**src/rtl/i2cmon_pkg.sv**
```systemverilog
package i2cmon_pkg;

   localparam int unsigned REC_W = 16;
   localparam logic [REC_W-1:0] STOP_REC = 16'h0001;

   typedef enum logic [2:0] {
      ST_UNSYNC_LO,
      ST_UNSYNC_HI,
      ST_IDLE,
      ST_BIT_LO,
      ST_BIT_HI,
      ST_CHAR_LO,
      ST_CHAR_HI
   } mon_state_e;

   // start flag in bit 11, data bits 10:3, ack level bit 2, flags 1:0 clear
   function automatic logic [REC_W-1:0] byte_rec(input logic start, input logic [8:0] slot);
      return {4'b0000, start, slot, 2'b00};
   endfunction

endpackage

```
**src/rtl/i2cmon_timer.sv**
```systemverilog
module i2cmon_timer #(
   parameter int unsigned MAX = 100,
   localparam int unsigned W = $clog2(MAX + 1)
) (
   input  logic         clk,
   input  logic         rst_n,
   input  logic         clr,
   output logic [W-1:0] cnt
);

   always_ff @(posedge clk or negedge rst_n) begin
      if (!rst_n)                 cnt <= '0;
      else if (clr)               cnt <= '0;
      else if (cnt != W'(MAX))    cnt <= cnt + 1'b1;
   end

endmodule

```
**src/rtl/i2cmon_recout.sv**
```systemverilog
module i2cmon_recout #(
   parameter int unsigned REC_W = 16,
   parameter int unsigned CNT_W = 16
) (
   input  logic             clk,
   input  logic             rst_n,
   input  logic             push,
   input  logic [REC_W-1:0] push_data,
   input  logic             ready,
   output logic [REC_W-1:0] data,
   output logic             valid,
   output logic [CNT_W-1:0] count,
   output logic             ovf
);

   always_ff @(posedge clk or negedge rst_n) begin
      if (!rst_n) begin
         data  <= '0;
         valid <= 1'b0;
         count <= '0;
         ovf   <= 1'b0;
      end else if (push) begin
         count <= count + 1'b1;
         if (valid && !ready) begin
            ovf <= 1'b1;
         end else begin
            data  <= push_data;
            valid <= 1'b1;
         end
      end else if (valid && ready) begin
         valid <= 1'b0;
      end
   end

endmodule

```
**src/rtl/i2c_bus_recorder.sv**
```systemverilog
module i2c_bus_recorder
   import i2cmon_pkg::*;
#(
   parameter int unsigned CLK_HZ   = 50_000_000,
   parameter int unsigned SYNC_CYC = CLK_HZ / 20_000,
   parameter int unsigned HIGH_CYC = CLK_HZ / 20_000,
   parameter int unsigned LOW_CYC  = CLK_HZ / 40,
   parameter int unsigned CNT_W    = 16
) (
   input  logic             clk,
   input  logic             rst_n,
   input  logic             scl_i,
   input  logic             sda_i,
   output logic [15:0]      rec_data,
   output logic             rec_valid,
   input  logic             rec_ready,
   output logic [CNT_W-1:0] rec_count,
   output logic             overflow
);

   localparam int unsigned HI_MAX = (SYNC_CYC > HIGH_CYC) ? SYNC_CYC : HIGH_CYC;
   localparam int unsigned HI_W   = $clog2(HI_MAX + 1);
   localparam int unsigned LO_W   = $clog2(LOW_CYC + 1);

   generate
      if (SYNC_CYC < 2 || HIGH_CYC < 2) begin : g_bad_high
         $error("SYNC_CYC and HIGH_CYC must be at least 2");
      end
      if (LOW_CYC <= HIGH_CYC) begin : g_bad_low
         $error("LOW_CYC must exceed HIGH_CYC");
      end
      if (CNT_W < 1 || REC_W != 16) begin : g_bad_width
         $error("record counter or record width out of range");
      end
   endgenerate

   // one snapshot of both lines per cycle
   logic snap_scl, snap_sda, prev_sda;
   always_ff @(posedge clk or negedge rst_n) begin
      if (!rst_n) begin
         snap_scl <= 1'b1;
         snap_sda <= 1'b1;
         prev_sda <= 1'b1;
      end else begin
         snap_scl <= scl_i;
         snap_sda <= sda_i;
         prev_sda <= snap_sda;
      end
   end

   logic            hi_clr, lo_clr;
   logic [HI_W-1:0] hi_cnt;
   logic [LO_W-1:0] lo_cnt;

   i2cmon_timer #(.MAX(HI_MAX)) u_hi_tmr (.clk(clk), .rst_n(rst_n), .clr(hi_clr), .cnt(hi_cnt));
   i2cmon_timer #(.MAX(LOW_CYC)) u_lo_tmr (.clk(clk), .rst_n(rst_n), .clr(lo_clr), .cnt(lo_cnt));

   wire sync_done = (hi_cnt >= HI_W'(SYNC_CYC));
   wire high_late = (hi_cnt >= HI_W'(HIGH_CYC));
   wire low_late  = (lo_cnt >= LO_W'(LOW_CYC));

   mon_state_e st, st_n;
   logic       lat, lat_n, sf, sf_n;
   logic [8:0] sh, sh_n;
   logic [3:0] bc, bc_n;
   logic       push, push_stop;
   logic [REC_W-1:0] push_data;

   always_comb begin
      st_n = st; lat_n = lat; sf_n = sf; sh_n = sh; bc_n = bc;
      hi_clr = 1'b0; lo_clr = 1'b0; push = 1'b0; push_stop = 1'b0;
      unique case (st)
         ST_UNSYNC_LO: begin
            hi_clr = 1'b1; lo_clr = 1'b1;
            if (snap_scl) st_n = ST_UNSYNC_HI;
         end
         ST_UNSYNC_HI: begin
            lo_clr = 1'b1;
            if (!snap_scl)                    st_n = ST_UNSYNC_LO;
            else if (snap_sda != prev_sda)    hi_clr = 1'b1;
            else if (snap_sda && sync_done)   st_n = ST_IDLE;
         end
         ST_IDLE: begin
            hi_clr = 1'b1; lo_clr = 1'b1;
            if (!snap_scl) begin
               if (snap_sda) begin
                  st_n = ST_UNSYNC_LO;
               end else begin
                  st_n = ST_BIT_LO; sf_n = 1'b1; bc_n = '0; sh_n = '0;
               end
            end
         end
         ST_BIT_LO: begin
            if (low_late) st_n = ST_UNSYNC_LO;
            else if (snap_scl) begin
               sh_n = {sh[7:0], snap_sda}; lat_n = snap_sda;
               hi_clr = 1'b1; st_n = ST_BIT_HI;
            end
         end
         ST_BIT_HI: begin
            if (high_late) st_n = ST_UNSYNC_LO;
            else if (!snap_scl) begin
               if (bc == 4'd8) begin
                  push = 1'b1; st_n = ST_CHAR_LO;
               end else begin
                  bc_n = bc + 1'b1; st_n = ST_BIT_LO;
               end
            end else if (snap_sda != lat) st_n = ST_UNSYNC_LO;
         end
         ST_CHAR_LO: begin
            if (low_late) st_n = ST_UNSYNC_LO;
            else if (snap_scl) begin
               lat_n = snap_sda; hi_clr = 1'b1; st_n = ST_CHAR_HI;
            end
         end
         ST_CHAR_HI: begin
            if (high_late) st_n = ST_UNSYNC_LO;
            else if (snap_scl && (snap_sda != lat)) begin
               push = snap_sda; push_stop = snap_sda; st_n = ST_IDLE;
            end else if (!snap_scl) begin
               sh_n = {8'h00, lat}; bc_n = 4'd1; sf_n = 1'b0;
               lo_clr = 1'b1; st_n = ST_BIT_LO;
            end
         end
         default: st_n = ST_UNSYNC_LO;
      endcase
   end

   assign push_data = push_stop ? STOP_REC : byte_rec(sf, sh);

   always_ff @(posedge clk or negedge rst_n) begin
      if (!rst_n) begin
         st <= ST_UNSYNC_LO; lat <= 1'b0; sf <= 1'b0; sh <= '0; bc <= '0;
      end else begin
         st <= st_n; lat <= lat_n; sf <= sf_n; sh <= sh_n; bc <= bc_n;
      end
   end

   i2cmon_recout #(.REC_W(REC_W), .CNT_W(CNT_W)) u_out (
      .clk(clk), .rst_n(rst_n), .push(push), .push_data(push_data),
      .ready(rec_ready), .data(rec_data), .valid(rec_valid),
      .count(rec_count), .ovf(overflow)
   );

endmodule

```
**config.mk**
```make
export PLATFORM = sky130hd
export DESIGN_NAME = i2c_bus_recorder
export DESIGN_NICKNAME = d
export VERILOG_FILES = /design/src/rtl/i2cmon_pkg.sv /design/src/rtl/i2cmon_timer.sv /design/src/rtl/i2cmon_recout.sv /design/src/rtl/i2c_bus_recorder.sv
export SDC_FILE = /design/constraint.sdc
export NUM_CORES = 1
export LEC_CHECK = 0
export BUFFER_PORTS_ARGS = -buffer_cell sky130_fd_sc_hd__buf_2
export CAP_MARGIN = 20
export CORE_ASPECT_RATIO = 0.5
export CORE_UTILIZATION = 49
export CTS_BUF_LIST = sky130_fd_sc_hd__clkbuf_8 sky130_fd_sc_hd__clkbuf_16
export DETAILED_ROUTE_END_ITERATION = 7
export PLACE_DENSITY = 0.69
export SYNTH_ARGS = -nofsm -noshare
export SYNTH_HDL_FRONTEND = slang
export SYNTH_SLANG_ARGS = --single-unit
```
**constraint.sdc**
```tcl
create_clock -name clk -period 3.1 [get_ports clk]
set_input_delay 0.465 -clock clk [delete_from_list [all_inputs] [get_ports clk]]
set_output_delay 0.465 -clock clk [all_outputs]
set_load 0.01 [all_outputs]
```
==> run metrics, run 1 <==
internal power 2100 uW; initial drt markers 196; hold_ws 0.223 ns; post-route minimum period 2.24 ns; HPWL Detailed 5400 um; share of cells above drive strength 1 16.9%; post-synthesis cell area 0.00417 mm^2; detail-routed net length per standard cell 14.2 um; remaining number of nets flagged by the antenna check after routing 0; clock input transition at the sequential cells of the worst setup and hold paths 0.06 ns; max-slew headroom at the worst pin 47.3%; detailed-routing wirelength on met1 3840 um; area added between synthesis and finish 14.4%; worst-case clock skew 0.00741 ns; logic gate share of total power 18.3%; count of final setup violators 0; kind of start point of the critical path flip-flop; HP Class input port to flip-flop; proportion of total power due to net switching 29.4%; Port-buffer cells 33; Routed WL 7910 um; Sinks on Clock Net 83; post-layout worst setup margin 0.860 ns; number of fill cells in the layout 697; clk buf depth 2; slowest CP cell dfrtp_1; power per unit of standard cell area 626 mW/mm^2; Final Wtd Congestion 0.918; Worst Path Required 3.32 ns; number of maximum-capacitance violations 0; initial core utilization 51.3%; top cell family by delay on the critical path simple AND/OR/NAND/NOR gates; via count of the first global-routing pass 2833; final instance area 0.00477 mm^2; Final Cycle Share 72.3%; Final TNS setup 0 ns; capture endpoint of the worst hold path snap_scl$_DFF_PN1_; DIE HEIGHT 67.2 um; number of antenna violations at the first check in global routing 0; status complete, no violations; cells after synthesis 404; Placed Instances 539; routed via count divided by cell count 5.46; clock network fraction of total power 37.8%; clock insertion delay at the later pin of the skew report 0.34 ns; number of standard-cell rows in the floorplan 23; number of cells on the worst reg-to-reg path 5; largest fanout of any net on the critical path 17; total routing resource utilization after global routing 19.5%; total cell area at the placement stage 0.00441 mm^2; top routing layer in use met4; number of flops mapped to enable cells by yosys 0; met3 wirelength from detailed routing 322 um; async set-reset flop share out of synthesis 100%; number of failing hold endpoints at the final stage 0; total I/O pin count 39; remaining design rule violation count 0; clock tree from TritonCTS built; TritonRoute pass-1 iters 5; endpoint of the most critical register-to-register path u_out.data[11]$_DFFE_PN0P_; top cells by area in the synthesized netlist dfrtp_1 48%, xor2_1 5.3%, nor2_1 4.3%; arrival time of the worst setup path 2.46 ns; CP Capture Type flip-flop; total die area 0.00890 mm^2; pin count of the biggest net entering global routing 84; CP cell instances or4b_4, o22ai_4, and2_1, nand2_1, a22o_1; CTS H-Tree Depth 3; Critical Setup Path Class flip-flop to flip-flop; clock buffer count from CTS 9; vias after detailed routing 3044; antenna cell count 0; Post-Synthesis Mean Instance Area 10.3 um^2; most used flip-flop cell after synthesis dfrtp_1; sequential share of the synthesized area 50.0%; synth warn 0; transition time at the pin with the least slew margin 0.784 ns; beginning of the worst register-to-register path st[2]$_DFFE_PN0P_; combined buffer and inverter count along the critical path 0; number of library cell types mapped by synthesis 60; total of cells resized after clock tree synthesis 0; largest voltage drop on the vdd net 347 uV; pre-CTS worst setup slack 0.866 ns; wire length on met2 3610 um; Sequential Power Share 44.0%; register-to-register path setup slack 0.86 ns; area of the core 0.00812 mm^2; maximum operating frequency 0.446 GHz; Die X-Extent 132 um; overall overflow remaining after global route 0; final standard cell count with taps included and fillers excluded 557; static power due to leakage 0.00224 uW; number of pins with negative max-slew slack in the final report 0; min-delay src scl_i; Net Sw Power 877 uW; number of storage elements in the synthesis netlist 83; clock root buffer clkbuf_16; library cell occupying the most area in the post-synthesis netlist dfrtp_1; area share of the leading cell type in the synthesized netlist 48.1%; global-route wire length before repair 13300 um; number of nets in the finished design 452; setup repair after global routing missed its margin no; longest individual stage delay on the worst path 0.62 ns; count of cells along the worst hold path 1
-- power groups by stage --
stage / combinational, uW / sequential (uW) / clock, uW
global route: 607 / 1330 / 1200
global placement: 532 / 1330 / 0
detailed placement: 543 / 1330 / 0
floorplan: 458 / 1270 / 0
CTS: 545 / 1310 / 1150
finish: 544 / 1310 / 1130
-- cells in the final DEF (no fill, tap or decap), types with 3 or more instances in the layout --
cell,count
a22o_1,18
nor3_1,15
inv_1,15
dfstp_2,3
conb_1,5
nor2b_1,5
clkbuf_16,9
buf_4,5
nand2_1,28
nand2b_1,4
buf_2,32
nand3_1,25
a31oi_1,3
mux2_2,4
a21oi_1,7
nand4_1,11
o31ai_1,3
nor2_1,48
ha_1,7
dfrtp_1,80
and3_1,12
mux2i_1,3
xor2_1,25
xnor2_1,20
o21ai_0,9
-- cell type report --
class	count	area, um^2	share of cell area [%]
Multi-Input combinational cell	293	1940	40.7
Clock buffer	9	225	4.73
Inverter	14	52.6	1.10
Sequential cell	83	2080	43.7
Tap cell	112	140	2.94
Timing Repair Buffer	39	235	4.94
Clock inverter	7	92.6	1.94
-- synth_stat cells, drive strengths merged (5+ instances only) --
cell,instances
ha,7
buf,13
a21oi,8
o21ai,10
inv,14
nand2,29
nand4,12
and3,12
clkbuf,5
nor2,49
dfrtp,80
nor3,15
a22o,18
xnor2,21
nand3,25
nor2b,5
xor2,25
-- sequential cells by signal, indices dropped and copies added (netlist names), 3 cells and up --
register and count:
bc 4, sh 9, st 3, u_hi_tmr.cnt 12, u_lo_tmr.cnt 21, u_out.count 16, u_out.data 11
-- metrics by stage --
step	util, %	power, uW
5_1_grt	58.7	3130
4_1_cts	58.3	3010
6_report	58.7	2980
3_3_place_gp	54.3	1860
3_5_place_dp	54.3	1870
2_1_floorplan	-	1730
-- cell families (layout without fill, tap and decap cells) --
family | after synthesis | in the layout | share of synthesized area, %
buffers and inverters | 32 | 69 | 3.84
AND/OR/NAND/NOR | 165 | 165 | 20.6
multiplexers | 7 | 7 | 1.80
AO/OA/AOI/OAI | 63 | 63 | 11.7
adder cells (fa/ha/maj) | 7 | 7 | 2.10
other | 1 | 5 | 0.0900
flip-flops | 83 | 83 | 50.0
XOR/XNOR | 46 | 46 | 9.85
-- how the worst max path moves through the flow --
stage / start / end / slack [ns] / cells after the start
CTS: st[2]$_DFFE_PN0P_ / u_out.data[11]$_DFFE_PN0P_ / 0.86 / 5
global placement: st[1]$_DFFE_PN0P_ / u_out.data[8]$_DFFE_PN0P_ / 0.90 / 5
finish: st[2]$_DFFE_PN0P_ / u_out.data[11]$_DFFE_PN0P_ / 0.86 / 5
floorplan: snap_sda$_DFF_PN1_ / u_out.count[15]$_DFFE_PN0P_ / 1.14 / 6
global route: st[2]$_DFFE_PN0P_ / u_out.data[5]$_DFFE_PN0P_ / 0.66 / 5
detailed placement: st[2]$_DFFE_PN0P_ / u_out.data[3]$_DFFE_PN0P_ / 0.87 / 5
-- per-layer routing --
metal	global-route usage (%)	vias up
li1	-	1496
met1	24.7	1463
met2	31.7	73
met3	5.93	12
met4	8.62	0
met5	0	-
-- timing repair --
action | 4_1_cts | 5_1_grt
buffers inserted | 0 | 0
hold buffers | 0 | 1
endpoints found under the hold margin | 0 | 13
Note: power is estimated with default switching activity, not from simulation.
==> run 2, diff against run 1 <==
ABC_AREA = 1   (was not set)
PLACE_DENSITY = 0.68   (was 0.69)
clock period = 2.2 ns   (was 3.1 ns; I/O delays follow)
==> run 2 against run 1 <==
Compared with the run above: worst setup slack lost 0.52 ns; routed wire length grew 20%; critical endpoint is now u_out.data[7]$_DFFE_PN0P_; global-route usage grew 1.6 points; design area grew 11%; critical path depth grew 6; cell count grew 33%; clock skew grew 0.00086 ns; power grew 45%; first-iteration DRC count grew 31%; core utilization grew 0.46 points; non-clock buffer count grew 2.
==> run metrics, run 2 <==
area of the core 0.00892 mm^2 (+9.9%); Critical Setup Path Class flip-flop to flip-flop; initial core utilization 51.6% (+0.26 points); clock root buffer clkbuf_16; first element of the critical path u_hi_tmr.cnt[6]$_DFFE_PN0P_; remaining number of nets flagged by the antenna check after routing 0 (unchanged); number of pins with negative max-slew slack in the final report 0 (unchanged); top cells by area in the synthesized netlist dfrtp_1 44%, nand2_1 12%, nor2_1 5.5%; static power due to leakage 0.00251 uW (+12%); setup repair after global routing missed its margin no; met3 Track Usage GR 4.94% (-0.99 points); Post-Synthesis Mean Instance Area 7.99 um^2 (-23%); remaining design rule violation count 0 (unchanged); utilization after layout 59.2% (+0.46 points); CP Capture Type flip-flop; cells after synthesis 576 (+43%); busiest layer in global routing met2; worst-case clock skew 0.00828 ns (+0.000864 ns); clock input transition at the sequential cells of the worst setup and hold paths 0.06 ns (about the same); min-delay src sda_i; Final Cycle Share 84.6% (+12 points); Sinks on Clock Net 83 (unchanged); final standard cell count with taps included and fillers excluded 741 (+33%); Worst Path Required 2.48 ns (-0.84 ns); global-route wire length before repair 16400 um (+24%); library cell occupying the most area in the post-synthesis netlist dfrtp_1; Routed WL 9520 um (+20%); power per unit of standard cell area 819 mW/mm^2 (+31%); registers with the most flip-flops u_lo_tmr.cnt: 21 flops, u_out.count: 16 flops, u_hi_tmr.cnt: 12 flops; maximum operating frequency 0.537 GHz (+20%); most used flip-flop cell after synthesis dfrtp_1; kind of start point of the critical path flip-flop; GR Layer Usage met1 29.4% (+4.7 points); Final Wtd Congestion 0.904 (-1.5%); number of failing hold endpoints at the final stage 0 (unchanged); antenna cell count 0 (unchanged); largest fanout of any net on the critical path 13 (-4); number of maximum-capacitance violations 0 (unchanged); sequential share of the synthesized area 45.2% (-4.7 points); largest voltage drop on the vdd net 451 uV (+30%); met2 GRT Util 33.3% (+1.6 points); clk buf depth 2 (unchanged); most frequent cell after synthesis nand2_1; number of flops mapped to enable cells by yosys 0 (unchanged); number of antenna violations at the first check in global routing 0 (unchanged); arrival time of the worst setup path 2.14 ns (-0.32 ns); area share of the leading cell type in the synthesized netlist 43.5% (-4.5 points); async set-reset flop share out of synthesis 100% (unchanged); total cell area at the placement stage 0.00491 mm^2 (+11%); area added between synthesis and finish 14.7%; total routing resource utilization after global routing 21.2% (+1.6 points); Port-buffer cells 33 (unchanged); synth warn 0 (unchanged); CTS H-Tree Depth 3 (unchanged); leading cell types in the layout, fill and taps excluded 151 x nand2_1, 80 x dfrtp_1, 67 x nor2_1; post-route minimum period 1.86 ns (-0.379 ns); Synth top cells by count 151 x nand2_1, 80 x dfrtp_1, 67 x nor2_1; count of final setup violators 0 (unchanged); Final TNS setup 0 ns (unchanged); DIE HEIGHT 70.5 um (+4.9%); Die X-Extent 139 um (+5.0%); Placed Instances 724 (+34%); most common library cell in the layout ignoring fill and taps nand2_1; overall overflow remaining after global route 0 (unchanged); vias after detailed routing 3740 (+23%); HP Class input port to flip-flop; initial drt markers 256 (+31%); clock insertion delay at the later pin of the skew report 0.34 ns (about the same); number of fill cells in the layout 800 (+15%); number of standard-cell rows in the floorplan 24 (+4.3%); HPWL Detailed 6890 um (+28%); pin count of the biggest net entering global routing 38 (-55%); TritonRoute pass-1 iters 6 (+1); number of storage elements in the synthesis netlist 83 (unchanged); Top reg by flops u_lo_tmr.cnt; beginning of the worst register-to-register path u_hi_tmr.cnt[6]$_DFFE_PN0P_; clock tree from TritonCTS built; Largest register FFs 21 (unchanged); via count of the first global-routing pass 3579 (+26%); share of cells above drive strength 1 15.4% (-1.5 points); total I/O pin count 39 (unchanged); clock buffer count from CTS 9 (unchanged); Design Power 4330 uW (+45%); number of library cell types mapped by synthesis 46 (-23%); routed via count divided by cell count 5.05 (-7.6%); detail-routed net length per standard cell 12.9 um (-9.5%); final instance area 0.00528 mm^2 (+11%); total die area 0.00980 mm^2 (+10%); status complete, no violations; number of nets in the finished design 631 (+40%); post-synthesis cell area 0.00460 mm^2 (+10%)
==> run 2: cell count changes after synthesis, moves of 6 or more <==
cell,before,now
and3_1,12,1
a22o_1,18,0
o21ai_1,0,6
inv_1,14,62
nand2_2,1,13
xnor2_1,20,6
nand2_1,28,151
nor2_1,48,67
nand3b_1,2,10
nand3_1,25,34
==> run 2: cells by family after synthesis <==
logic type               Yosys count  synth area share (%)
AO/OA/AOI/OAI                     39                  4.95
XOR/XNOR                          30                  5.87
adder cells (fa/ha/maj)            7                  1.90
buffers and inverters             79                  7.48
flip-flops                        83                  45.2
other                              1                0.0815
AND/OR/NAND/NOR                  337                  34.5
==> run 2: critical path, stage by stage, from the launching register on <==
cell and delay [ns]:
dfrtp_1 0.42, nand2_2 0.15, nor2_4 0.07, a21oi_4 0.17, nand2_2 0.10, nor2_2 0.16
nand3_2 0.14, nand2_4 0.12, nand2_4 0.13, nor2_8 0.18, nand2_1 0.09, nand2_1 0.06
==> run 2: metrics by stage <==
| stage | hold slack (ns) | setup WS [ns] |
|---|---|---|
| finish | 0.114 | 0.339 |
| global route | 0.110 | 0.182 |
| CTS | 0.110 | 0.350 |
| detailed placement | 0.334 | 0.365 |
| global placement | 0.329 | 0.370 |
| floorplan | 0.0344 | 0.603 |
==> run 2: final timing paths <==
check / end / slack [ns] / cells past startpoint
setup / recovery: u_out.data[7]$_DFFE_PN0P_ / 0.34 / 11
hold / removal: snap_sda$_DFF_PN1_ / 0.11 / 1
setup reg to reg: u_out.data[7]$_DFFE_PN0P_ / 0.34 / 11
hold reg to reg: prev_sda$_DFF_PN1_ / 0.43 / 0
max in group asynchronous: snap_sda$_DFF_PN1_ / 1.10 / 3
min in group asynchronous: u_hi_tmr.cnt[1]$_DFFE_PN0P_ / 0.50 / 2
==> run 2: layer usage <==
layer,part of all wire (%),up-vias
li1,-,1903
met1,51,1753
met2,44,71
met3,3.5,13
met4,1.4,0
met5,0,-
==> run 2: report_power, final <==
part | switching, uW | internal, uW | total (uW) | leakage [uW]
clock network | 595 | 1210 | 1810 | 0.000182
logic | 537 | 248 | 785 | 0.00119
registers | 107 | 1630 | 1730 | 0.00114
==> run 2: final cells by class <==
| type | instances | area [um^2] | area share [%] |
|---|---|---|---|
| Clock buffer | 9 | 225 | 4.27 |
| Clock inverter | 7 | 133 | 2.51 |
| Inverter | 66 | 248 | 4.69 |
| Multi-Input combinational cell | 418 | 2190 | 41.5 |
| Sequential cell | 83 | 2080 | 39.4 |
| Tap cell | 117 | 146 | 2.77 |
| Timing Repair Buffer | 41 | 255 | 4.84 |
==> run 2: timing repair <==
action,4_1_cts,5_1_grt
hold buffers,1,0
buffers inserted,0,0
gates resized for setup,0,0
hold endpoints to repair,34,0
setup endpoints to repair,0,0
